**src/rtl/ovf_pkg.sv**
```systemverilog
package ovf_pkg;

    // Blanking timer states
    typedef enum logic [0:0] {
        TMR_IDLE  = 1'b0,
        TMR_BLANK = 1'b1
    } tmr_state_e;

    // Next run length: saturating step on a triggered cycle, zero otherwise
    function automatic int unsigned run_step(input int unsigned cur,
                                             input int unsigned lim,
                                             input logic        hit);
        if (!hit)
            return 0;
        if (cur >= lim)
            return lim;
        return cur + 1;
    endfunction

    // Whether a run length has reached the trip length
    function automatic logic run_tripped(input int unsigned cur,
                                         input int unsigned lim);
        return (cur >= lim);
    endfunction

endpackage

```
**src/rtl/ovf_strobe_timer.sv**
```systemverilog
module ovf_strobe_timer
    import ovf_pkg::*;
#(
    parameter int BLANK_CLKS = 110,
    localparam int DLY_W = $clog2(BLANK_CLKS + 1)
) (
    input  logic clk,
    input  logic rst,
    input  logic gate_on,
    output logic strobe
);

    logic             gate_q;
    tmr_state_e       state;
    logic [DLY_W-1:0] dly;

    assign strobe = (state == TMR_BLANK) && !gate_on && (dly == DLY_W'(BLANK_CLKS));

    always_ff @(posedge clk) begin
        if (rst) begin
            gate_q <= 1'b0;
            state  <= TMR_IDLE;
            dly    <= '0;
        end else begin
            gate_q <= gate_on;
            if (gate_on) begin
                state <= TMR_IDLE;
            end else if (gate_q) begin
                state <= TMR_BLANK;
                dly   <= DLY_W'(1);
            end else if (state == TMR_BLANK) begin
                if (strobe)
                    state <= TMR_IDLE;
                else
                    dly <= dly + DLY_W'(1);
            end
        end
    end


    strobe_gap_chk: assert property (@(posedge clk) disable iff (rst)
        strobe |=> !strobe);


    strobe_low_chk: assert property (@(posedge clk) disable iff (rst)
        strobe |-> $past(!gate_on));

endmodule

```
**src/rtl/ovf_cycle_latch.sv**
```systemverilog
module ovf_cycle_latch (
    input  logic clk,
    input  logic rst,
    input  logic strobe,
    input  logic ov_flag,
    input  logic cyc_start,
    output logic closing_hit
);

    logic hit_now;
    logic held;

    assign hit_now     = strobe && ov_flag;
    assign closing_hit = held || hit_now;

    always_ff @(posedge clk) begin
        if (rst)
            held <= 1'b0;
        else if (cyc_start)
            held <= 1'b0;
        else if (hit_now)
            held <= 1'b1;
    end


    held_drop_chk: assert property (@(posedge clk) disable iff (rst)
        (cyc_start && !hit_now) |=> !closing_hit || ($past(cyc_start) && strobe && ov_flag));

endmodule

```
**src/rtl/ovf_run_counter.sv**
```systemverilog
module ovf_run_counter
    import ovf_pkg::*;
#(
    parameter int TRIP_RUN = 4,
    localparam int CNT_W = $clog2(TRIP_RUN + 1)
) (
    input  logic             clk,
    input  logic             rst,
    input  logic             cyc_start,
    input  logic             closing_hit,
    input  logic             fault_clr,
    output logic [CNT_W-1:0] count,
    output logic             fault
);

    logic [CNT_W-1:0] count_nxt;
    logic             trip_nxt;

    always_comb begin
        count_nxt = CNT_W'(run_step(int'(unsigned'(count)), TRIP_RUN, closing_hit));
        trip_nxt  = run_tripped(int'(unsigned'(count_nxt)), TRIP_RUN);
    end

    always_ff @(posedge clk) begin
        if (rst) begin
            count <= '0;
            fault <= 1'b0;
        end else if (fault_clr) begin
            count <= '0;
            fault <= 1'b0;
        end else if (cyc_start) begin
            count <= count_nxt;
            if (trip_nxt)
                fault <= 1'b1;
        end
    end


    count_bound_chk: assert property (@(posedge clk) disable iff (rst)
        count <= CNT_W'(TRIP_RUN));


    fault_rise_chk: assert property (@(posedge clk) disable iff (rst)
        $rose(fault) |-> count == CNT_W'(TRIP_RUN));


    fault_hold_chk: assert property (@(posedge clk) disable iff (rst)
        (fault && !fault_clr) |=> fault);


    clear_chk: assert property (@(posedge clk) disable iff (rst)
        fault_clr |=> (count == '0) && !fault);


    clean_cycle_chk: assert property (@(posedge clk) disable iff (rst)
        (cyc_start && !closing_hit && !fault_clr) |=> count == '0);


    step_chk: assert property (@(posedge clk) disable iff (rst)
        (cyc_start && closing_hit && !fault_clr && count < CNT_W'(TRIP_RUN))
            |=> count == $past(count) + CNT_W'(1));

endmodule

```
**src/rtl/ovf_filter.sv**
```systemverilog
module ovf_filter
    import ovf_pkg::*;
#(
    parameter int BLANK_CLKS = 110,
    parameter int TRIP_RUN   = 4,
    localparam int CNT_W = $clog2(TRIP_RUN + 1)
) (
    input  logic             clk,
    input  logic             rst,
    input  logic             gate_on,
    input  logic             cyc_start,
    input  logic             ov_flag,
    input  logic             fault_clr,
    output logic             fault,
    output logic [CNT_W-1:0] run_count
);

    logic strobe;
    logic closing_hit;

    ovf_strobe_timer #(
        .BLANK_CLKS(BLANK_CLKS)
    ) timer_i (
        .clk    (clk),
        .rst    (rst),
        .gate_on(gate_on),
        .strobe (strobe)
    );

    ovf_cycle_latch latch_i (
        .clk        (clk),
        .rst        (rst),
        .strobe     (strobe),
        .ov_flag    (ov_flag),
        .cyc_start  (cyc_start),
        .closing_hit(closing_hit)
    );

    ovf_run_counter #(
        .TRIP_RUN(TRIP_RUN)
    ) counter_i (
        .clk        (clk),
        .rst        (rst),
        .cyc_start  (cyc_start),
        .closing_hit(closing_hit),
        .fault_clr  (fault_clr),
        .count      (run_count),
        .fault      (fault)
    );


    strobe_credit_chk: assert property (@(posedge clk) disable iff (rst)
        (strobe && ov_flag && cyc_start && !fault_clr && run_count == '0)
            |=> run_count == CNT_W'(1));

endmodule

```
**config.mk**
```make
export PLATFORM = sky130hd
export DESIGN_NAME = ovf_filter
export DESIGN_NICKNAME = d
export VERILOG_FILES = /design/src/rtl/ovf_pkg.sv /design/src/rtl/ovf_strobe_timer.sv /design/src/rtl/ovf_cycle_latch.sv /design/src/rtl/ovf_run_counter.sv /design/src/rtl/ovf_filter.sv
export SDC_FILE = /design/constraint.sdc
export NUM_CORES = 1
export LEC_CHECK = 0
export ABC_AREA = 1
export BUFFER_PORTS_ARGS = -buffer_cell sky130_fd_sc_hd__buf_4
export CAP_MARGIN = 20
export CORE_ASPECT_RATIO = 0.7
export CORE_UTILIZATION = 35
export DETAILED_ROUTE_END_ITERATION = 8
export SKIP_LAST_GASP = 1
export SYNTH_ARGS = -nofsm -noshare
export SYNTH_HDL_FRONTEND = slang
export SYNTH_HIERARCHICAL = 1
export SYNTH_SLANG_ARGS = --single-unit
export TNS_END_PERCENT = 1
```
**constraint.sdc**
```tcl
create_clock -name clk -period 1.92 [get_ports clk]
set_clock_uncertainty 0.2 [all_clocks]
set_input_delay 0 -clock clk [delete_from_list [all_inputs] [get_ports clk]]
set_output_delay 0 -clock clk [all_outputs]
set_load 0.02 [all_outputs]
```
# [Word level (Yosys, flattened, before mapping)]
# Index checks and enable logic that the tools add are counted.
[op_classes] n_addsub=2 order_cmp=2 n_eq_ne=2 n_mux=11 bitwise_logic=1 n_reduce_logical=11
[ops] op="2-to-1 mux 7 bit" n=3
[ops] op="2-to-1 mux 3 bit" n=3
[ops] op="adder 7 x 1 -> 7 bit, second input constant" n=1
[ops] op="== test 7 bit, second input constant" n=1
[ops] op="greater-or-equal comparator 3 bit, second input constant" n=2
[ops] op="OR reduction 2 bit" n=3
[ops] op="2-to-1 mux 1 bit" n=5
[ops] op="adder 3 x 1 -> 3 bit, second input constant" n=1
[ops] op="logical AND 1 bit" n=3
[ops] op="AND reduction 3 bit" n=1
[ops] op="inequality test 2 bit, second input constant" n=1
[ops] op="AND reduction 2 bit" n=1
[ops] op="nonzero test 2 bit" n=1
[ops] op="logical NOT 1 bit" n=1
[ops] op="logical OR 1 bit" n=1
[ops] op="NOT 1 bit" n=1
[totals] regBits=14 out_inout_bits=4 wordCells=35

# [Longest topological paths before layout]
[depth] depth_word=10 depth_mapped=12 ltp_nobuf=12

# [Hierarchy]
# Netlist, hierarchy kept.
[modules_own_cells] module="ovf_strobe_timer" instances=1 cells_each=80 area_each_um2=530.5
[modules_own_cells] module="ovf_run_counter" instances=1 cells_each=30 area_each_um2=209.0
[modules_own_cells] module="ovf_cycle_latch" instances=1 cells_each=7 area_each_um2=45.0

# [Least setup slack after synthesis]
# Ideal clock, no wire load.
[synth_path] path_kind="register to register" start="register timer_i.dly[0]" end="register counter_i.count[2]" setup_time_ps=70 t_arrival_ps=1257 required_time_ps=1650 slack_ps=393 stages_incl_launch_ff=13 synth_period_minus_slack_ps=1527 path_cell_list="dfxtp_1 inv_1 ha_1 nand2_1 nor2_2 nand2_2 nor3_1 nand2_1 nand2_2 nand2_1 inv_2 nand2_2 a21oi_1"
[synth_between] elab_chain_cells=5
[synth_lines] element="from (decl)" line_no="ovf_strobe_timer.sv:15" rtl="logic [DLY_W-1:0] dly;"
[synth_lines] element="from (signal assigned)" line_no="ovf_strobe_timer.sv:35" rtl="dly <= dly + DLY_W'(1);"
[synth_lines] element="== test 7 bit" line_no="ovf_strobe_timer.sv:17" rtl="assign strobe = (state == TMR_BLANK) && !gate_on && (dly == DLY_W'(BLANK_CLKS));"
[synth_lines] element="logical AND 1 bit" line_no="ovf_strobe_timer.sv:17"
[synth_lines] element="via strobe" line_no="ovf_filter.sv:18" rtl="logic strobe;"
[synth_lines] element="logical AND 1 bit" line_no="ovf_cycle_latch.sv:13" rtl="assign hit_now = strobe && ov_flag;"
[synth_lines] element="logical OR 1 bit" line_no="ovf_cycle_latch.sv:14" rtl="assign closing_hit = held || hit_now;"
[synth_lines] element="via closing_hit" line_no="ovf_filter.sv:19" rtl="logic closing_hit;"
[synth_lines] element="2-to-1 mux 3 bit" line_no="ovf_pkg.sv:15" rtl="if (cur >= lim)"
[synth_lines] element="to (signal assigned)" line_no="ovf_run_counter.sv:32" rtl="count <= count_nxt;"
[synth_lines] element="to (decl)" line_no="ovf_run_counter.sv:12" rtl="output logic [CNT_W-1:0] count,"
# The timed path passes the listed nets, and every way through them passes these cells.
# A chain may end at the register's enable or synchronous reset.

# [Worst setup path in the final report]
[layout_path] start="register timer_i.dly[0]" end="register counter_i.fault"
[layout_between] elab_chain_cells=7
[layout_lines] element="== test 7 bit" line_no="ovf_strobe_timer.sv:17"
[layout_lines] element="logical AND 1 bit" line_no="ovf_strobe_timer.sv:17"
[layout_lines] element="via strobe" line_no="ovf_filter.sv:18"
[layout_lines] element="logical AND 1 bit" line_no="ovf_cycle_latch.sv:13"
[layout_lines] element="logical OR 1 bit" line_no="ovf_cycle_latch.sv:14"
[layout_lines] element="via closing_hit" line_no="ovf_filter.sv:19"
[layout_lines] element="2-to-1 mux 3 bit" line_no="ovf_pkg.sv:15"
[layout_lines] element="greater-or-equal comparator 3 bit" line_no="ovf_pkg.sv:23" rtl="return (cur >= lim);"
[layout_lines] element="AND reduction 2 bit (no source line)"
[layout_lines] element="to (signal assigned)" line_no="ovf_run_counter.sv:27" rtl="fault <= 1'b0;"
[layout_lines] element="to (signal assigned)" line_no="ovf_run_counter.sv:30" rtl="fault <= 1'b0;"
[layout_lines] element="to (signal assigned)" line_no="ovf_run_counter.sv:34" rtl="fault <= 1'b1;"
[layout_lines] element="to (decl)" line_no="ovf_run_counter.sv:13" rtl="output logic fault"
# The timed path passes the listed nets, and every way through them passes these cells.

==> metrics.md <==
| Metric | Value |
|---|---|
| Outcome | finished, final reports clean |
| Effective utilization at floorplan | roughly two fifths |
| Total number of vias | between 700 and 800 |
| First-pass GRT wire length | 3.12 mm |
| Synth Net Count | 127 |
| Seq/Total Area, Yosys | 35.7% |
| Mapped Avg Cell Area | 6.71 sq um |
| Period utilization | 88.4% |
| Pwr Total | 0.000583 W |
| HP Class | reg -> reg |
| Layout Cells excl Fill | 168 |
| Final Hold Viols | 0 |
| Slew Limit Fails | 0 |
| Largest net degree at the start of global routing | 10 |
| Area grow syn2layout | 27.9% |
| Commonest cells after routing, fill and taps aside | 22 x nand2_1, 17 x inv_1, 16 x nor2_1, 14 x dfxtp_1, 12 x buf_4 |
| Fill count | approximately 220 |
| Layout cell share with drive strength beyond 1 | a little over a fifth |
| CTS tree | done |
| CP Launch Type | register |
| H-tree levels | 1 |
| Clock slew at reported path FFs | 0.10 ns |
| I/O pin cnt | 10 |
| Fmax achieved | ~600 MHz |
| Final Critical Period | 1.70 ns |
| Total Neg Setup Slack | 0 ns |
| # setup viols final | 0 |
| Critical Path RT | 1.94 ns |
| Initial antenna violation count | 0 |
| YS warnings | 6 |
| Die Wd | 58.6 um |
| First DRT Iteration DRCs | 32 |
| DR WL met2 | 783 um |
| Largest cells by area after synthesis | dfxtp_1 36%, nand2_1 11%, inv_1 8.1% |
| DR top layer | met4 |
| R2R depth | 12 |
| Total grt overflow | 0 |
| Worst Path Arrival | 1.72 ns |
| Most common cell after layout, fill and taps aside | nand2_1 |
| Number of detailed-route iterations in the first pass | 4 |
| Worst Path Max Fanout | 5 |
| Critical path class | reg -> reg |
| Mapped Cells | about 120 |
| Post-synth top area cell | dfxtp_1 |
| Slew @ Worst Pin | 0.262 ns |
| Core footprint | 1980 sq um |
| DRC viols | 0 |
| IO buf count | 9 |
| # Max-Cap Violations | 0 |
| Post-DP HPWL | 1.34 mm |
| Ant diodes | 0 |
| Cts bufs inserted | 3 |
| Peak supply drop | 0.294 mV |
| Routed vias/inst | between 4 and 5 |
| RSZ-0062 raised after global routing | false |
| Clk sinks | 14 |
| Final GP Congestion | 0.769 |
| NumNets Final | 149 |
| Drt wl/cell | 11.5 um |
| CP endpoint kind | register |
| DRT Wirelength | roughly 1.9 mm |
| Clock latency on the worst-skew pair | 0.29 ns |
| Vias in the first global route | ~650 |
| Yosys reg bits | 14 |
| Area share of the largest cell type after synthesis | 35.7% |
| Hold path depth | 2 |
| Gr usage total | 17.4% |
| Antenna-violating nets left | 0 |
| Placed Cells incl. Taps | 158 |
| Post-synth cell types | 19 |
| Post-synthesis cell area | 785 sq um |
| Power per standard cell area | 581 nW/um^2 |
| Clock buffer depth | 2 |
| Die H | 41.6 um |
| Num rows | 13 |
| Die area | between 2000 and 2500 sq um |
| Max-slew headroom | just over 80% |
| Leak Pwr | 0.432 nW |
| CTS root buf | clkbuf_4 |
| Metal3 WL | 142 um |
| CTS-repair resized insts | 0 |
| WL met1 | 984 um |
[sequential cells by signal, indices dropped and copies added, names as in the netlist]
register,cells
timer_i/dly,7
counter_i/fault,1
counter_i/count,3
timer_i/state,1
latch_i/held,1
timer_i/gate_q,1
[synthesized netlist by cell type]
cell type  number
o21ai_2         1
o21ai_1         2
nand3_1        11
nand2_1        22
a21oi_1         8
nand2_4         2
ha_1            4
a21oi_2         1
dfxtp_1        14
nor2_2          1
o21bai_1        1
nor3_1          3
nand2_2         6
nor2_1         16
inv_2           3
clkinv_1        2
inv_1          17
buf_2           1
nand4_1         2
[worst max-delay path: stages (launching register included)]
cell,delay (ns)
dfxtp_1,0.36
inv_1,0.09
ha_1,0.14
nand2_1,0.06
nor2_2,0.09
nand2_2,0.09
nor3_1,0.14
nand2_1,0.09
nand2_2,0.06
nand2_1,0.06
inv_2,0.07
nand2_2,0.06
a21oi_1,0.11
[where the power goes]
part | total, W | switching (W) | internal [W]
combinational | 0.0000570 | 0.0000310 | 0.0000260
clock | 0.000222 | 0.000107 | 0.000116
sequential | 0.000303 | 0.00000691 | 0.000296
[routing by layer]
metal	GRT usage (%)	up-vias
li1	-	410
met3	6.54	4
met5	0	-
met1	26.0	351
met2	22.5	28
met4	5.71	0
[metrics by stage]
step	hold WS, ns	utilization [%]	setup slack [ns]	area (sq um)
final	0.266	50.6	0.223	1000
after CTS	0.271	50.6	0.223	1000
after detailed placement	0.0533	45.7	0.252	907
after global placement	0.0518	45.7	0.318	907
after floorplan	-0.131	-	0.393	785
after global routing	0.300	50.6	0.117	1000
[cell type report]
class	instances	area, sq um	share of cell area [%]
well taps	30	37.5	3.74
clock buffers	4	36.3	3.62
flip-flops and latches	14	280	27.9
multi-input cells	80	417	41.5
inverters	22	82.6	8.23
repair buffers	18	150	15.0
[cells by family (layout without fill, tap and decap cells)]
group           after synthesis  after routing  share of synthesized area [%]
compound gates               13             13                           9.57
simple gates                 63             63                           37.2
flops                        14             14                           35.7
fa+ha+maj                     4              4                           6.38
buf+inv                      23             44                           11.2
[path summary, 6_finish.rpt]
kind                                     start                            to  slack, ns
setup / recovery   timer_i/dly[0]$_SDFFE_PP0P_  counter_i/fault$_SDFFE_PP0P_       0.22
hold / removal    counter_i/fault$_SDFFE_PP0P_  counter_i/fault$_SDFFE_PP0P_       0.27
setup reg to reg   timer_i/dly[0]$_SDFFE_PP0P_  counter_i/fault$_SDFFE_PP0P_       0.22
hold reg to reg   counter_i/fault$_SDFFE_PP0P_  counter_i/fault$_SDFFE_PP0P_       0.27
[repair_timing]
action / in CTS / in global routing
setup buffers: 0 / 0
hold buffers: 6 / 0
endpoints found under the hold margin: 14 / 0
Power figures use the tool's default switching activity.
